--- config.mk ---
export PLATFORM = sky130hd
export DESIGN_NAME = dm_cache
export DESIGN_NICKNAME = d
export VERILOG_FILES = /design/src/rtl/dmc_pkg.sv /design/src/rtl/dmc_meta.sv /design/src/rtl/dmc_data.sv /design/src/rtl/dmc_stats.sv /design/src/rtl/dm_cache.sv
export SDC_FILE = /design/constraint.sdc
export NUM_CORES = 1
export LEC_CHECK = 0
export BUFFER_PORTS_ARGS = -buffer_cell sky130_fd_sc_hd__clkbuf_2
export CAP_MARGIN = 20
export CORE_MARGIN = 2
export CORE_UTILIZATION = 40
export CTS_BUF_LIST = sky130_fd_sc_hd__clkbuf_4
export CTS_CLUSTER_DIAMETER = 120
export CTS_CLUSTER_SIZE = 10
export DETAILED_ROUTE_END_ITERATION = 10
export PLACE_DENSITY_LB_ADDON = 0.25
export SETUP_SLACK_MARGIN = 0.15
export SLEW_MARGIN = 20
export SYNTH_ARGS = -nofsm -noshare
export SYNTH_HDL_FRONTEND = slang
export SYNTH_SLANG_ARGS = --single-unit
export TNS_END_PERCENT = 5
--- constraint.sdc ---
create_clock -name clk -period 3.5 [get_ports clk]
set_input_delay 0.525 -clock clk [delete_from_list [all_inputs] [get_ports clk]]
set_output_delay 0.525 -clock clk [all_outputs]
set_load 0.01 [all_outputs]
--- src/rtl/dmc_pkg.sv ---
package dmc_pkg;
  typedef enum logic [2:0] {
    ST_IDLE,
    ST_EVICT,
    ST_FILL,
    ST_APPLY,
    ST_THRU
  } dmc_state_e;
endpackage

--- src/rtl/dmc_meta.sv ---
module dmc_meta #(
  parameter int NUM_LINES = 4,
  parameter int TAG_W     = 3
) (
  input  logic                         clk,
  input  logic                         rst_n,
  input  logic                         clear_i,
  input  logic [$clog2(NUM_LINES)-1:0] lk_idx_i,
  input  logic [TAG_W-1:0]             lk_tag_i,
  output logic                         lk_hit_o,
  output logic                         lk_dirty_o,
  output logic [TAG_W-1:0]             lk_tag_o,
  input  logic                         inst_i,
  input  logic [$clog2(NUM_LINES)-1:0] inst_idx_i,
  input  logic [TAG_W-1:0]             inst_tag_i,
  input  logic                         mark_i,
  input  logic [$clog2(NUM_LINES)-1:0] mark_idx_i
);
  localparam int IDX_W = $clog2(NUM_LINES);

  logic [NUM_LINES-1:0] valid_q;
  logic [NUM_LINES-1:0] dirty_q;
  logic [TAG_W-1:0]     tag_q [NUM_LINES];

  always_ff @(posedge clk or negedge rst_n) begin
    if (!rst_n) begin
      valid_q <= '0;
      dirty_q <= '0;
      for (int i = 0; i < NUM_LINES; i++) tag_q[i] <= '0;
    end else if (clear_i) begin
      valid_q <= '0;
      dirty_q <= '0;
    end else begin
      for (int i = 0; i < NUM_LINES; i++) begin
        if (inst_i && inst_idx_i == IDX_W'(i)) begin
          valid_q[i] <= 1'b1;
          dirty_q[i] <= 1'b0;
          tag_q[i]   <= inst_tag_i;
        end else if (mark_i && mark_idx_i == IDX_W'(i)) begin
          dirty_q[i] <= 1'b1;
        end
      end
    end
  end

  assign lk_hit_o   = valid_q[lk_idx_i] && (tag_q[lk_idx_i] == lk_tag_i);
  assign lk_dirty_o = valid_q[lk_idx_i] && dirty_q[lk_idx_i];
  assign lk_tag_o   = tag_q[lk_idx_i];

  // a flush leaves no valid line behind
  p_flush_empties_r7: assert property (@(posedge clk) disable iff (!rst_n)
    clear_i |=> (valid_q == '0));

  for (genvar g = 0; g < NUM_LINES; g++) begin : g_line_chk
    // only a resident line can carry unwritten data
    p_dirty_resident_r3: assert property (@(posedge clk) disable iff (!rst_n)
      dirty_q[g] |-> valid_q[g]);
  end
endmodule

--- src/rtl/dmc_data.sv ---
module dmc_data #(
  parameter int NUM_LINES  = 4,
  parameter int LINE_BYTES = 8,
  parameter int DATA_W     = 8
) (
  input  logic                          clk,
  input  logic                          we_i,
  input  logic [$clog2(NUM_LINES)-1:0]  w_idx_i,
  input  logic [$clog2(LINE_BYTES)-1:0] w_off_i,
  input  logic [DATA_W-1:0]             w_data_i,
  input  logic [$clog2(NUM_LINES)-1:0]  a_idx_i,
  input  logic [$clog2(LINE_BYTES)-1:0] a_off_i,
  output logic [DATA_W-1:0]             a_data_o,
  input  logic [$clog2(NUM_LINES)-1:0]  b_idx_i,
  input  logic [$clog2(LINE_BYTES)-1:0] b_off_i,
  output logic [DATA_W-1:0]             b_data_o
);
  localparam int DEPTH = NUM_LINES * LINE_BYTES;

  logic [DATA_W-1:0] bytes_q [DEPTH];

  always_ff @(posedge clk) begin
    if (we_i) bytes_q[{w_idx_i, w_off_i}] <= w_data_i;
  end

  assign a_data_o = bytes_q[{a_idx_i, a_off_i}];
  assign b_data_o = bytes_q[{b_idx_i, b_off_i}];
endmodule

--- src/rtl/dmc_stats.sv ---
module dmc_stats #(
  parameter int CNT_W = 16
) (
  input  logic             clk,
  input  logic             rst_n,
  input  logic             acc_i,
  input  logic             hit_i,
  output logic [CNT_W-1:0] acc_o,
  output logic [CNT_W-1:0] hits_o
);
  always_ff @(posedge clk or negedge rst_n) begin
    if (!rst_n) begin
      acc_o  <= '0;
      hits_o <= '0;
    end else if (acc_i) begin
      acc_o <= acc_o + 1'b1;
      if (hit_i) hits_o <= hits_o + 1'b1;
    end
  end

  // the hit count never moves without the access count
  p_hit_with_access_r8: assert property (@(posedge clk) disable iff (!rst_n)
    !$stable(hits_o) |-> !$stable(acc_o));
endmodule

--- src/rtl/dm_cache.sv ---
module dm_cache #(
  parameter int ADDR_W     = 8,
  parameter int DATA_W     = 8,
  parameter int LINE_BYTES = 8,
  parameter int NUM_LINES  = 4,
  parameter int CNT_W      = 16
) (
  input  logic              clk,
  input  logic              rst_n,
  input  logic              cfg_write_back,
  input  logic              cfg_write_alloc,
  input  logic              flush,
  input  logic              req_valid,
  output logic              req_ready,
  input  logic              req_write,
  input  logic [ADDR_W-1:0] req_addr,
  input  logic [DATA_W-1:0] req_wdata,
  output logic              rsp_valid,
  output logic              rsp_hit,
  output logic [DATA_W-1:0] rsp_rdata,
  output logic              mem_valid,
  input  logic              mem_ready,
  output logic              mem_write,
  output logic [ADDR_W-1:0] mem_addr,
  output logic [DATA_W-1:0] mem_wdata,
  input  logic [DATA_W-1:0] mem_rdata,
  output logic [CNT_W-1:0]  stat_hits,
  output logic [CNT_W-1:0]  stat_accesses
);
  import dmc_pkg::*;

  localparam int OFF_W = $clog2(LINE_BYTES);
  localparam int IDX_W = $clog2(NUM_LINES);
  localparam int TAG_W = ADDR_W - OFF_W - IDX_W;

  dmc_state_e        st_q, st_d;
  logic [OFF_W-1:0]  beat_q, beat_d;
  logic [TAG_W-1:0]  vtag_q, vtag_d;
  logic [ADDR_W-1:0] q_addr;
  logic [DATA_W-1:0] q_wdata;
  logic              q_we, q_hit, q_wb;

  logic              rsp_v_d, rsp_h_d;
  logic [DATA_W-1:0] rsp_r_d;

  logic [ADDR_W-1:0] lk_addr;
  logic [IDX_W-1:0]  lk_idx, q_idx;
  logic [TAG_W-1:0]  lk_tag, q_tag, lk_tag_o;
  logic [OFF_W-1:0]  lk_off, q_off;
  logic              lk_hit, lk_dirty;

  logic              dw_en;
  logic [IDX_W-1:0]  dw_idx;
  logic [OFF_W-1:0]  dw_off;
  logic [DATA_W-1:0] dw_data;
  logic [DATA_W-1:0] rd_a, rd_b;
  logic              inst, mark, acc, accept, clear;
  logic [IDX_W-1:0]  mark_idx;

  assign req_ready = (st_q == ST_IDLE) && !flush;
  assign accept    = req_valid && req_ready;
  assign clear     = flush && (st_q == ST_IDLE);

  assign lk_addr = (st_q == ST_IDLE) ? req_addr : q_addr;
  assign lk_idx  = lk_addr[OFF_W +: IDX_W];
  assign lk_tag  = lk_addr[ADDR_W-1 -: TAG_W];
  assign lk_off  = lk_addr[OFF_W-1:0];
  assign q_idx   = q_addr[OFF_W +: IDX_W];
  assign q_tag   = q_addr[ADDR_W-1 -: TAG_W];
  assign q_off   = q_addr[OFF_W-1:0];

  dmc_meta #(.NUM_LINES(NUM_LINES), .TAG_W(TAG_W)) u_meta (
    .clk        (clk),
    .rst_n      (rst_n),
    .clear_i    (clear),
    .lk_idx_i   (lk_idx),
    .lk_tag_i   (lk_tag),
    .lk_hit_o   (lk_hit),
    .lk_dirty_o (lk_dirty),
    .lk_tag_o   (lk_tag_o),
    .inst_i     (inst),
    .inst_idx_i (q_idx),
    .inst_tag_i (q_tag),
    .mark_i     (mark),
    .mark_idx_i (mark_idx)
  );

  dmc_data #(.NUM_LINES(NUM_LINES), .LINE_BYTES(LINE_BYTES), .DATA_W(DATA_W)) u_data (
    .clk      (clk),
    .we_i     (dw_en),
    .w_idx_i  (dw_idx),
    .w_off_i  (dw_off),
    .w_data_i (dw_data),
    .a_idx_i  (lk_idx),
    .a_off_i  (lk_off),
    .a_data_o (rd_a),
    .b_idx_i  (q_idx),
    .b_off_i  (beat_q),
    .b_data_o (rd_b)
  );

  dmc_stats #(.CNT_W(CNT_W)) u_stats (
    .clk    (clk),
    .rst_n  (rst_n),
    .acc_i  (acc),
    .hit_i  (lk_hit),
    .acc_o  (stat_accesses),
    .hits_o (stat_hits)
  );

  always_comb begin
    st_d      = st_q;
    beat_d    = beat_q;
    vtag_d    = vtag_q;
    rsp_v_d   = 1'b0;
    rsp_h_d   = rsp_hit;
    rsp_r_d   = rsp_rdata;
    dw_en     = 1'b0;
    dw_idx    = q_idx;
    dw_off    = q_off;
    dw_data   = q_wdata;
    inst      = 1'b0;
    mark      = 1'b0;
    mark_idx  = q_idx;
    mem_valid = 1'b0;
    mem_write = 1'b0;
    mem_addr  = q_addr;
    mem_wdata = q_wdata;
    acc       = 1'b0;
    unique case (st_q)
      ST_IDLE: begin
        if (accept) begin
          acc = 1'b1;
          if (lk_hit) begin
            if (!req_write) begin
              rsp_v_d = 1'b1;
              rsp_h_d = 1'b1;
              rsp_r_d = rd_a;
            end else begin
              dw_en   = 1'b1;
              dw_idx  = lk_idx;
              dw_off  = lk_off;
              dw_data = req_wdata;
              if (cfg_write_back) begin
                mark     = 1'b1;
                mark_idx = lk_idx;
                rsp_v_d  = 1'b1;
                rsp_h_d  = 1'b1;
                rsp_r_d  = '0;
              end else begin
                st_d = ST_THRU;
              end
            end
          end else if (req_write && !cfg_write_alloc) begin
            st_d = ST_THRU;
          end else begin
            beat_d = '0;
            vtag_d = lk_tag_o;
            st_d   = lk_dirty ? ST_EVICT : ST_FILL;
          end
        end
      end
      ST_EVICT: begin
        mem_valid = 1'b1;
        mem_write = 1'b1;
        mem_addr  = {vtag_q, q_idx, beat_q};
        mem_wdata = rd_b;
        if (mem_ready) begin
          beat_d = beat_q + 1'b1;
          if (&beat_q) st_d = ST_FILL;
        end
      end
      ST_FILL: begin
        mem_valid = 1'b1;
        mem_addr  = {q_tag, q_idx, beat_q};
        if (mem_ready) begin
          dw_en   = 1'b1;
          dw_off  = beat_q;
          dw_data = mem_rdata;
          beat_d  = beat_q + 1'b1;
          if (&beat_q) begin
            inst = 1'b1;
            st_d = ST_APPLY;
          end
        end
      end
      ST_APPLY: begin
        if (!q_we) begin
          rsp_v_d = 1'b1;
          rsp_h_d = q_hit;
          rsp_r_d = rd_a;
          st_d    = ST_IDLE;
        end else begin
          dw_en = 1'b1;
          if (q_wb) begin
            mark    = 1'b1;
            rsp_v_d = 1'b1;
            rsp_h_d = q_hit;
            rsp_r_d = '0;
            st_d    = ST_IDLE;
          end else begin
            st_d = ST_THRU;
          end
        end
      end
      ST_THRU: begin
        mem_valid = 1'b1;
        mem_write = 1'b1;
        if (mem_ready) begin
          rsp_v_d = 1'b1;
          rsp_h_d = q_hit;
          rsp_r_d = '0;
          st_d    = ST_IDLE;
        end
      end
      default: st_d = ST_IDLE;
    endcase
  end

  always_ff @(posedge clk or negedge rst_n) begin
    if (!rst_n) begin
      st_q      <= ST_IDLE;
      beat_q    <= '0;
      vtag_q    <= '0;
      q_addr    <= '0;
      q_wdata   <= '0;
      q_we      <= 1'b0;
      q_hit     <= 1'b0;
      q_wb      <= 1'b0;
      rsp_valid <= 1'b0;
      rsp_hit   <= 1'b0;
      rsp_rdata <= '0;
    end else begin
      st_q      <= st_d;
      beat_q    <= beat_d;
      vtag_q    <= vtag_d;
      rsp_valid <= rsp_v_d;
      rsp_hit   <= rsp_h_d;
      rsp_rdata <= rsp_r_d;
      if (accept) begin
        q_addr  <= req_addr;
        q_wdata <= req_wdata;
        q_we    <= req_write;
        q_hit   <= lk_hit;
        q_wb    <= cfg_write_back;
      end
    end
  end

  // no new request is taken while memory traffic is outstanding
  p_busy_blocks_req_r9: assert property (@(posedge clk) disable iff (!rst_n)
    mem_valid |-> !req_ready);

  // a stalled memory request keeps its fields
  p_mem_hold_r9: assert property (@(posedge clk) disable iff (!rst_n)
    (mem_valid && !mem_ready) |=> (mem_valid && $stable(mem_addr) &&
                                   $stable(mem_write) && $stable(mem_wdata)));

  // a response only follows an accepted request or finished work
  p_rsp_has_cause_r10: assert property (@(posedge clk) disable iff (!rst_n)
    rsp_valid |-> ($past(accept) || $past(st_q) != ST_IDLE));
endmodule

=== After elaboration in Yosys (flattened, before gate mapping) ===
Memories as Yosys holds them, arrays and structs flattened.
Cells that the tools add are included.

* Equal/unequal tests: 25
* Reduce and logical (&&, ||, !) cells: 42
* Bitwise logic cells: 4
* Multiplexer cells: 105
* Order comparisons: 2
* Add/sub/neg operators: 3

{| class="wikitable"
|+ Operators with widths
! kind !! number
|-
| $mux 8 || 13
|-
| $mux 3 || 22
|-
| $mux 1 || 45
|-
| $add 16x1->16 const B || 2
|-
| $pmux 8 s2 || 2
|-
| $pmux 8 s3 || 1
|-
| $mux 2 || 10
|-
| $ne 2x2->1 const B || 9
|-
| $pmux 3 s5 || 1
|-
| $reduce_bool 3->1 || 5
|-
| $logic_and 1x1->1 || 14
|-
| $ne 3x3->1 const B || 4
|-
| $pmux 3 s2 || 2
|-
| $reduce_and 2->1 || 5
|-
| $reduce_bool 2->1 || 5
|-
| $pmux 1 s3 || 3
|-
| $eq 2x2->1 const B || 4
|-
| $mux 4 || 2
|-
| $reduce_and 8->1 || 1
|-
| $bmux 3 s2 || 1
|-
| $eq 3x2->1 const B || 2
|-
| $reduce_and 6->1 || 1
|-
| $reduce_and 5->1 || 1
|-
| $bmux 1 s2 || 2
|-
| other kinds (18) || 24
|}

* Output and inout bits: 61
* Logic and storage cells: 207
* Input bits: 32
* Register bits after elaboration: 90
* Memories kept: 1
* Bits in writable memories: 256

{| class="wikitable"
|+ Memories
! memory !! words !! width !! rd ports !! clocked after memory_dff !! wr ports !! line !! RTL
|-
| u_data.bytes_q || 32 || 8 || 2 || 0 || 1 || dmc_data.sv:20 || <nowiki>logic [DATA_W-1:0] bytes_q [DEPTH];</nowiki>
|}

=== Logic depth before layout (Yosys ltp) ===
* Depth after elaboration: 16
* Gate-level depth with buffers: 10

=== Modules after synthesis ===
Synthesis repeated with hierarchy kept, for this count alone.

* Cells, all modules: 929
* Area total of the unflattened synthesis: 16,689.8 µm²

{| class="wikitable"
|+ By module, submodules not included
! module !! instances !! cells an instance !! sequential area each (µm²) !! area an instance (µm²)
|-
| dmc_data || 1 || 516 || 7,687.4 || 11,887.7
|-
| dm_cache || 1 || 225 || 950.9 || 2,393.5
|-
| dmc_stats || 1 || 118 || 800.8 || 1,442.6
|-
| dmc_meta || 1 || 70 || 500.5 || 965.9
|}

=== Least setup slack after synthesis ===
Ideal clock, no wire load.

* Path type: input-to-reg
* Start point: in req_addr[3]
* End point: mem u_data.bytes_q[28][0] (enable)
* Stages on the path: 8
* Setup slack: 0.318 ns
* Arrival: 2.812 ns
* Buffers on the path: 1
* Library setup time: 0.370 ns
* Path through: buf_6 mux4_2 xnor2_1 a21oi_2 or4_1 o21ai_0 o21ai_0 nor2_1

* Cells in the longest elaborated chain, start to end: 12
* Elaborated cells on any way between the ends: 21

{| class="wikitable"
|+ Ends and longest elaborated chain
! what !! line !! RTL
|-
| start, declared || dm_cache.sv:16 || <nowiki>input logic [ADDR_W-1:0] req_addr,</nowiki>
|-
| $mux 8 * || dm_cache.sv:64 || <nowiki>assign lk_addr = (st_q == ST_IDLE) ? req_addr : q_addr;</nowiki>
|-
| $not 2->3 (implied by the code) || dmc_meta.sv:46 || <nowiki>assign lk_hit_o = valid_q[lk_idx_i] && (tag_q[lk_idx_i] == lk_tag_i);</nowiki>
|-
| $bmux 3 s2 || dmc_meta.sv:46 ||
|-
| $mux 3 (implied by the code) (2 in series) || dmc_meta.sv:46 ||
|-
| $eq 3x3->1 || dmc_meta.sv:46 ||
|-
| $logic_and 1x1->1 || dmc_meta.sv:46 ||
|-
| $mux 1 || dm_cache.sv:134 || <nowiki>if (lk_hit) begin</nowiki>
|-
| $mux 1 || dm_cache.sv:132 || <nowiki>if (accept) begin</nowiki>
|-
| $pmux 1 s3 || dm_cache.sv:130 || <nowiki>unique case (st_q)</nowiki>
|-
| $mux 1 || dmc_data.sv:23 || <nowiki>if (we_i) bytes_q[{w_idx_i, w_off_i}] <= w_data_i;</nowiki>
|-
| $mux 1 (implied by the code) || dmc_data.sv:23 ||
|-
| end, declared || dmc_data.sv:20 ||
|}

Mark *: on every way between the ends. The rest lies on a longest branch, timed or not. The select of a mux whose other input is x is not followed.

=== Worst setup path in the final report ===
* Start point: reg beat_q[0]
* End point: out mem_wdata[3]

* Cells in the longest elaborated chain, start to end: 2

{| class="wikitable"
|+ Ends and longest elaborated chain
! what !! line !! RTL
|-
| start, declared || dm_cache.sv:37 || <nowiki>logic [OFF_W-1:0] beat_q, beat_d;</nowiki>
|-
| start signal, assigned || dm_cache.sv:235 || <nowiki>beat_q <= beat_d;</nowiki>
|-
| $mem_v2 32x8 || -- ||
|-
| $mux 8 || dm_cache.sv:130 ||
|-
| end, declared || dm_cache.sv:25 || <nowiki>output logic [DATA_W-1:0] mem_wdata,</nowiki>
|}

No other way between the ends.

==> results.sh <==
export IMPL_die_w_um=209.9
export IMPL_grt_pass1_vias=12322
export IMPL_drt_iter0_drc=1625
export IMPL_worst_setup_path_start_kind="flip-flop"
export IMPL_synth_edf_count=256
export IMPL_clock_skew_ns=0.09668
export IMPL_yosysTopAreaCell="edfxtp_1"
export IMPL_wl_per_cell_um=26.08
export IMPL_relSlewSlack_pct=45.10
export IMPL_io_buffers=92
export IMPL_synthesis_nets=1347
export IMPL_row_count=75
export IMPL_hold_path_end="q_addr[0]"
export IMPL_grt_antenna_before_repair=2
export IMPL_dieArea_um2=44060
export IMPL_globalplace_congestion=0.9480
export IMPL_use_met2_pct=39.33
export IMPL_hpwl_um=36150
export IMPL_setup_worst_path_class="reg -> out"
export IMPL_power_leakage_uw=0.007547
export IMPL_synth_ff_type="edfxtp_1"
export IMPL_core_um2=41850
export IMPL_hold_ws_ns=0.09511
export IMPL_synthArstFlopShare_pct=26.01
export IMPL_seq_area_frac_synth_pct=58.61
export IMPL_rsz0062_at_grt="yes"
export IMPL_via_per_inst=6.066
export IMPL_grt_first_pass_wirelength_um=79770
export IMPL_synth_top_cell_area_share_pct=45.33
export IMPL_cp_data_arrival_time_ns=3.02
export IMPL_setup_ws_ns=-0.04160
export IMPL_finalPower_uw=18030
export IMPL_hold_depth=3
export IMPL_drc=0
export IMPL_clockBufferDepth=3
export IMPL_crit_path_end_kind="output pin"
export IMPL_fin_nets=1544
export IMPL_synth_area_top_cells="edfxtp_1, dfrtp_1, mux4_2"
export IMPL_use_met3_pct=4.923
export IMPL_drtAntennaViolNets=0
export IMPL_place_ws_ns=0.09807
export IMPL_cts_buffers=40
export IMPL_cp_max_fo=8
export IMPL_power_density_nw_per_um2=893.1
export IMPL_dr_pass1_iters=6
export IMPL_post_route_min_period_ns=3.542
export IMPL_grt_busiest_layer="met2"
export IMPL_setup_viol=4
export IMPL_ios=93
export IMPL_htreeDepth=2
export IMPL_grt_usage_pct=24.52
export IMPL_clock_sinks=346
export IMPL_setup_tns_ns=-0.1185
export IMPL_violations="negative setup slack"
export IMPL_yosys_warnings=0
export IMPL_ir_worst_vdd_v=0.0004681
export IMPL_cts_root_buf="clkbuf_4"
export IMPL_wl_um=54110
export IMPL_synth_most_common_cell="edfxtp_1"
export IMPL_path_clk_slew_ns=0.14
export IMPL_area_delta_synth_final_pct=19.02
export IMPL_cp_required_ns=2.97
export IMPL_synth_top_cells_by_count="edfxtp_1, nand2_1, mux2i_1, dfrtp_1"
export IMPL_r2r_cells=8
export IMPL_hold_viol=0
export IMPL_max_clock_freq_mhz=282.4
export IMPL_rrSetupSlack_ns=0.27
export IMPL_n_fill_cell=3679
export IMPL_final_core_util_pct=48.22
export IMPL_hold_class="in -> reg"
export IMPL_worst_pin_slew_ns=0.8172
export IMPL_hp_start="req_addr[0]"
export IMPL_r2r_end="u_data.bytes_q[26][3]"
export IMPL_die_h_um=209.9
export IMPL_netlist_area_um2=16960
export IMPL_fin_crit_sh_pct=101.2
export IMPL_slew_violations=0
export IMPL_maxCapViolations=0
export IMPL_gr_total_overflow=0
export IMPL_use_met1_pct=33.14
export IMPL_clock_latency_ns=0.82
export IMPL_grt_max_degree=78
export IMPL_synth_seq_cells=346
export IMPL_cts_tree="done"
export IMPL_status="complete, but fails checks"
export IMPL_final_layout_size_suffix_gt1_share_pct=30.20
export IMPL_r2r_start="q_addr[3]"
export IMPL_syn_inst=1311
export IMPL_start_util_pct=40.52
export IMPL_vias=12586
export IMPL_synthDistinctLibCells=60
export IMPL_avgSynthCellArea_um2=12.93
## metal layers
metal  part of all wire (%)  vias to the layer above
met3                    8.7                      113
met4                    3.9                        0
met2                     47                      714
met5                      0                        -
met1                     41                     6336
li1                       -                     5423
## critical path: stages (launching register included)
cell and delay, ns:
dfrtp_4 0.43, buf_12 0.17, buf_12 0.13, mux4_2 0.52
mux4_2 0.54, mux2i_4 0.24, a21oi_2 0.08, clkbuf_2 0.13
## final cells by class
| cell class | instances | area (um^2) | area share (%) |
|---|---|---|---|
| Sequential cell | 346 | 9952 | 49.31 |
| Multi-Input combinational cell | 873 | 6940 | 34.39 |
| Timing Repair Buffer | 243 | 2068 | 10.25 |
| Tap cell | 539 | 674.4 | 3.341 |
| Clock buffer | 64 | 480.5 | 2.381 |
| Clock inverter | 3 | 45.04 | 0.2232 |
| Inverter | 4 | 15.01 | 0.07439 |
| Antenna cell | 3 | 7.507 | 0.03720 |
## registers in the layout (all words and copies together), names as in the netlist, 3 cells and up
signal / cells
beat_q: 3
q_addr: 8
q_wdata: 8
rsp_rdata: 8
st_q: 3
u_data.bytes_q: 256
u_meta.dirty_q: 4
u_meta.tag_q: 12
u_meta.valid_q: 4
u_stats.acc_o: 16
u_stats.hits_o: 16
vtag_q: 3
## how the worst max path moves through the flow
stage / startpoint / endpoint / slack [ns] / depth (start not counted)
2_1_floorplan: req_addr[3] / u_data.bytes_q[28][0] / 0.32 / 8
3_3_place_gp: req_addr[3] / u_data.bytes_q[24][0] / 0.07 / 9
3_5_place_dp: req_addr[3] / u_data.bytes_q[26][3] / 0.1 / 9
4_1_cts: beat_q[0] / mem_wdata[3] / -0.09 / 6
5_1_grt: beat_q[0] / mem_wdata[3] / -0.13 / 7
6_report: beat_q[0] / mem_wdata[3] / -0.04 / 7
## through the flow
step,cells,area (um^2)
2_1_floorplan,1311,16960
3_5_place_dp,1970,18940
4_1_cts,2068,20020
5_1_grt,2075,20180
6_report,2075,20180
3_3_place_gp,1970,18940
## report_power, final
group	switching [uW]	internal (uW)
clock network	1400	898
registers	385	5350
logic	5900	4090
total	7690	10300
## placed cells by master, fill, tap and decap left out, types with 6 or more instances in the layout
master / n
nor3_1: 8
a22oi_1: 39
buf_12: 29
mux2i_1: 74
dlygate4sd3_1: 15
nor2_2: 7
and3_1: 6
mux2i_4: 12
nand2b_1: 8
nand2_1: 217
a31o_2: 7
edfxtp_1: 256
nor2b_1: 6
xor2_1: 9
o21a_1: 6
or2_2: 9
and2_1: 9
clkbuf_4: 64
dfrtp_1: 86
nand3_1: 33
buf_6: 7
o22ai_2: 9
a21oi_1: 71
o22ai_1: 19
o21ai_0: 15
mux4_2: 74
clkbuf_2: 90
a221oi_1: 23
nor2_1: 66
o32ai_1: 7
xnor2_1: 29
nand4_1: 12
mux2_2: 21
o31ai_1: 11
buf_4: 98
## timing repair
item	4_1_cts	5_1_grt
endpoints found under the hold margin	90	0
hold buffers	15	0
setup buffers	15	3
pin swaps	9	12
endpoints found under the setup margin	21	139
cloned	1	1
resized for setup	43	22
## cell families (layout without fill, tap and decap cells)
group                    after synthesis  count (layout)  share of synthesized area (%)
AO/OA/AOI/OAI                        240             240                          9.585
AND/OR/NAND/NOR                      405             405                          10.62
flip-flops                           346             346                          58.61
buffers and inverters                 92             314                          2.324
multiplexers                         186             186                          16.59
XOR/XNOR                              38              38                          1.963
adder cells (fa/ha/maj)                4               4                         0.2951
other                                  0               3                              0
Power figures use the tool's default switching activity.
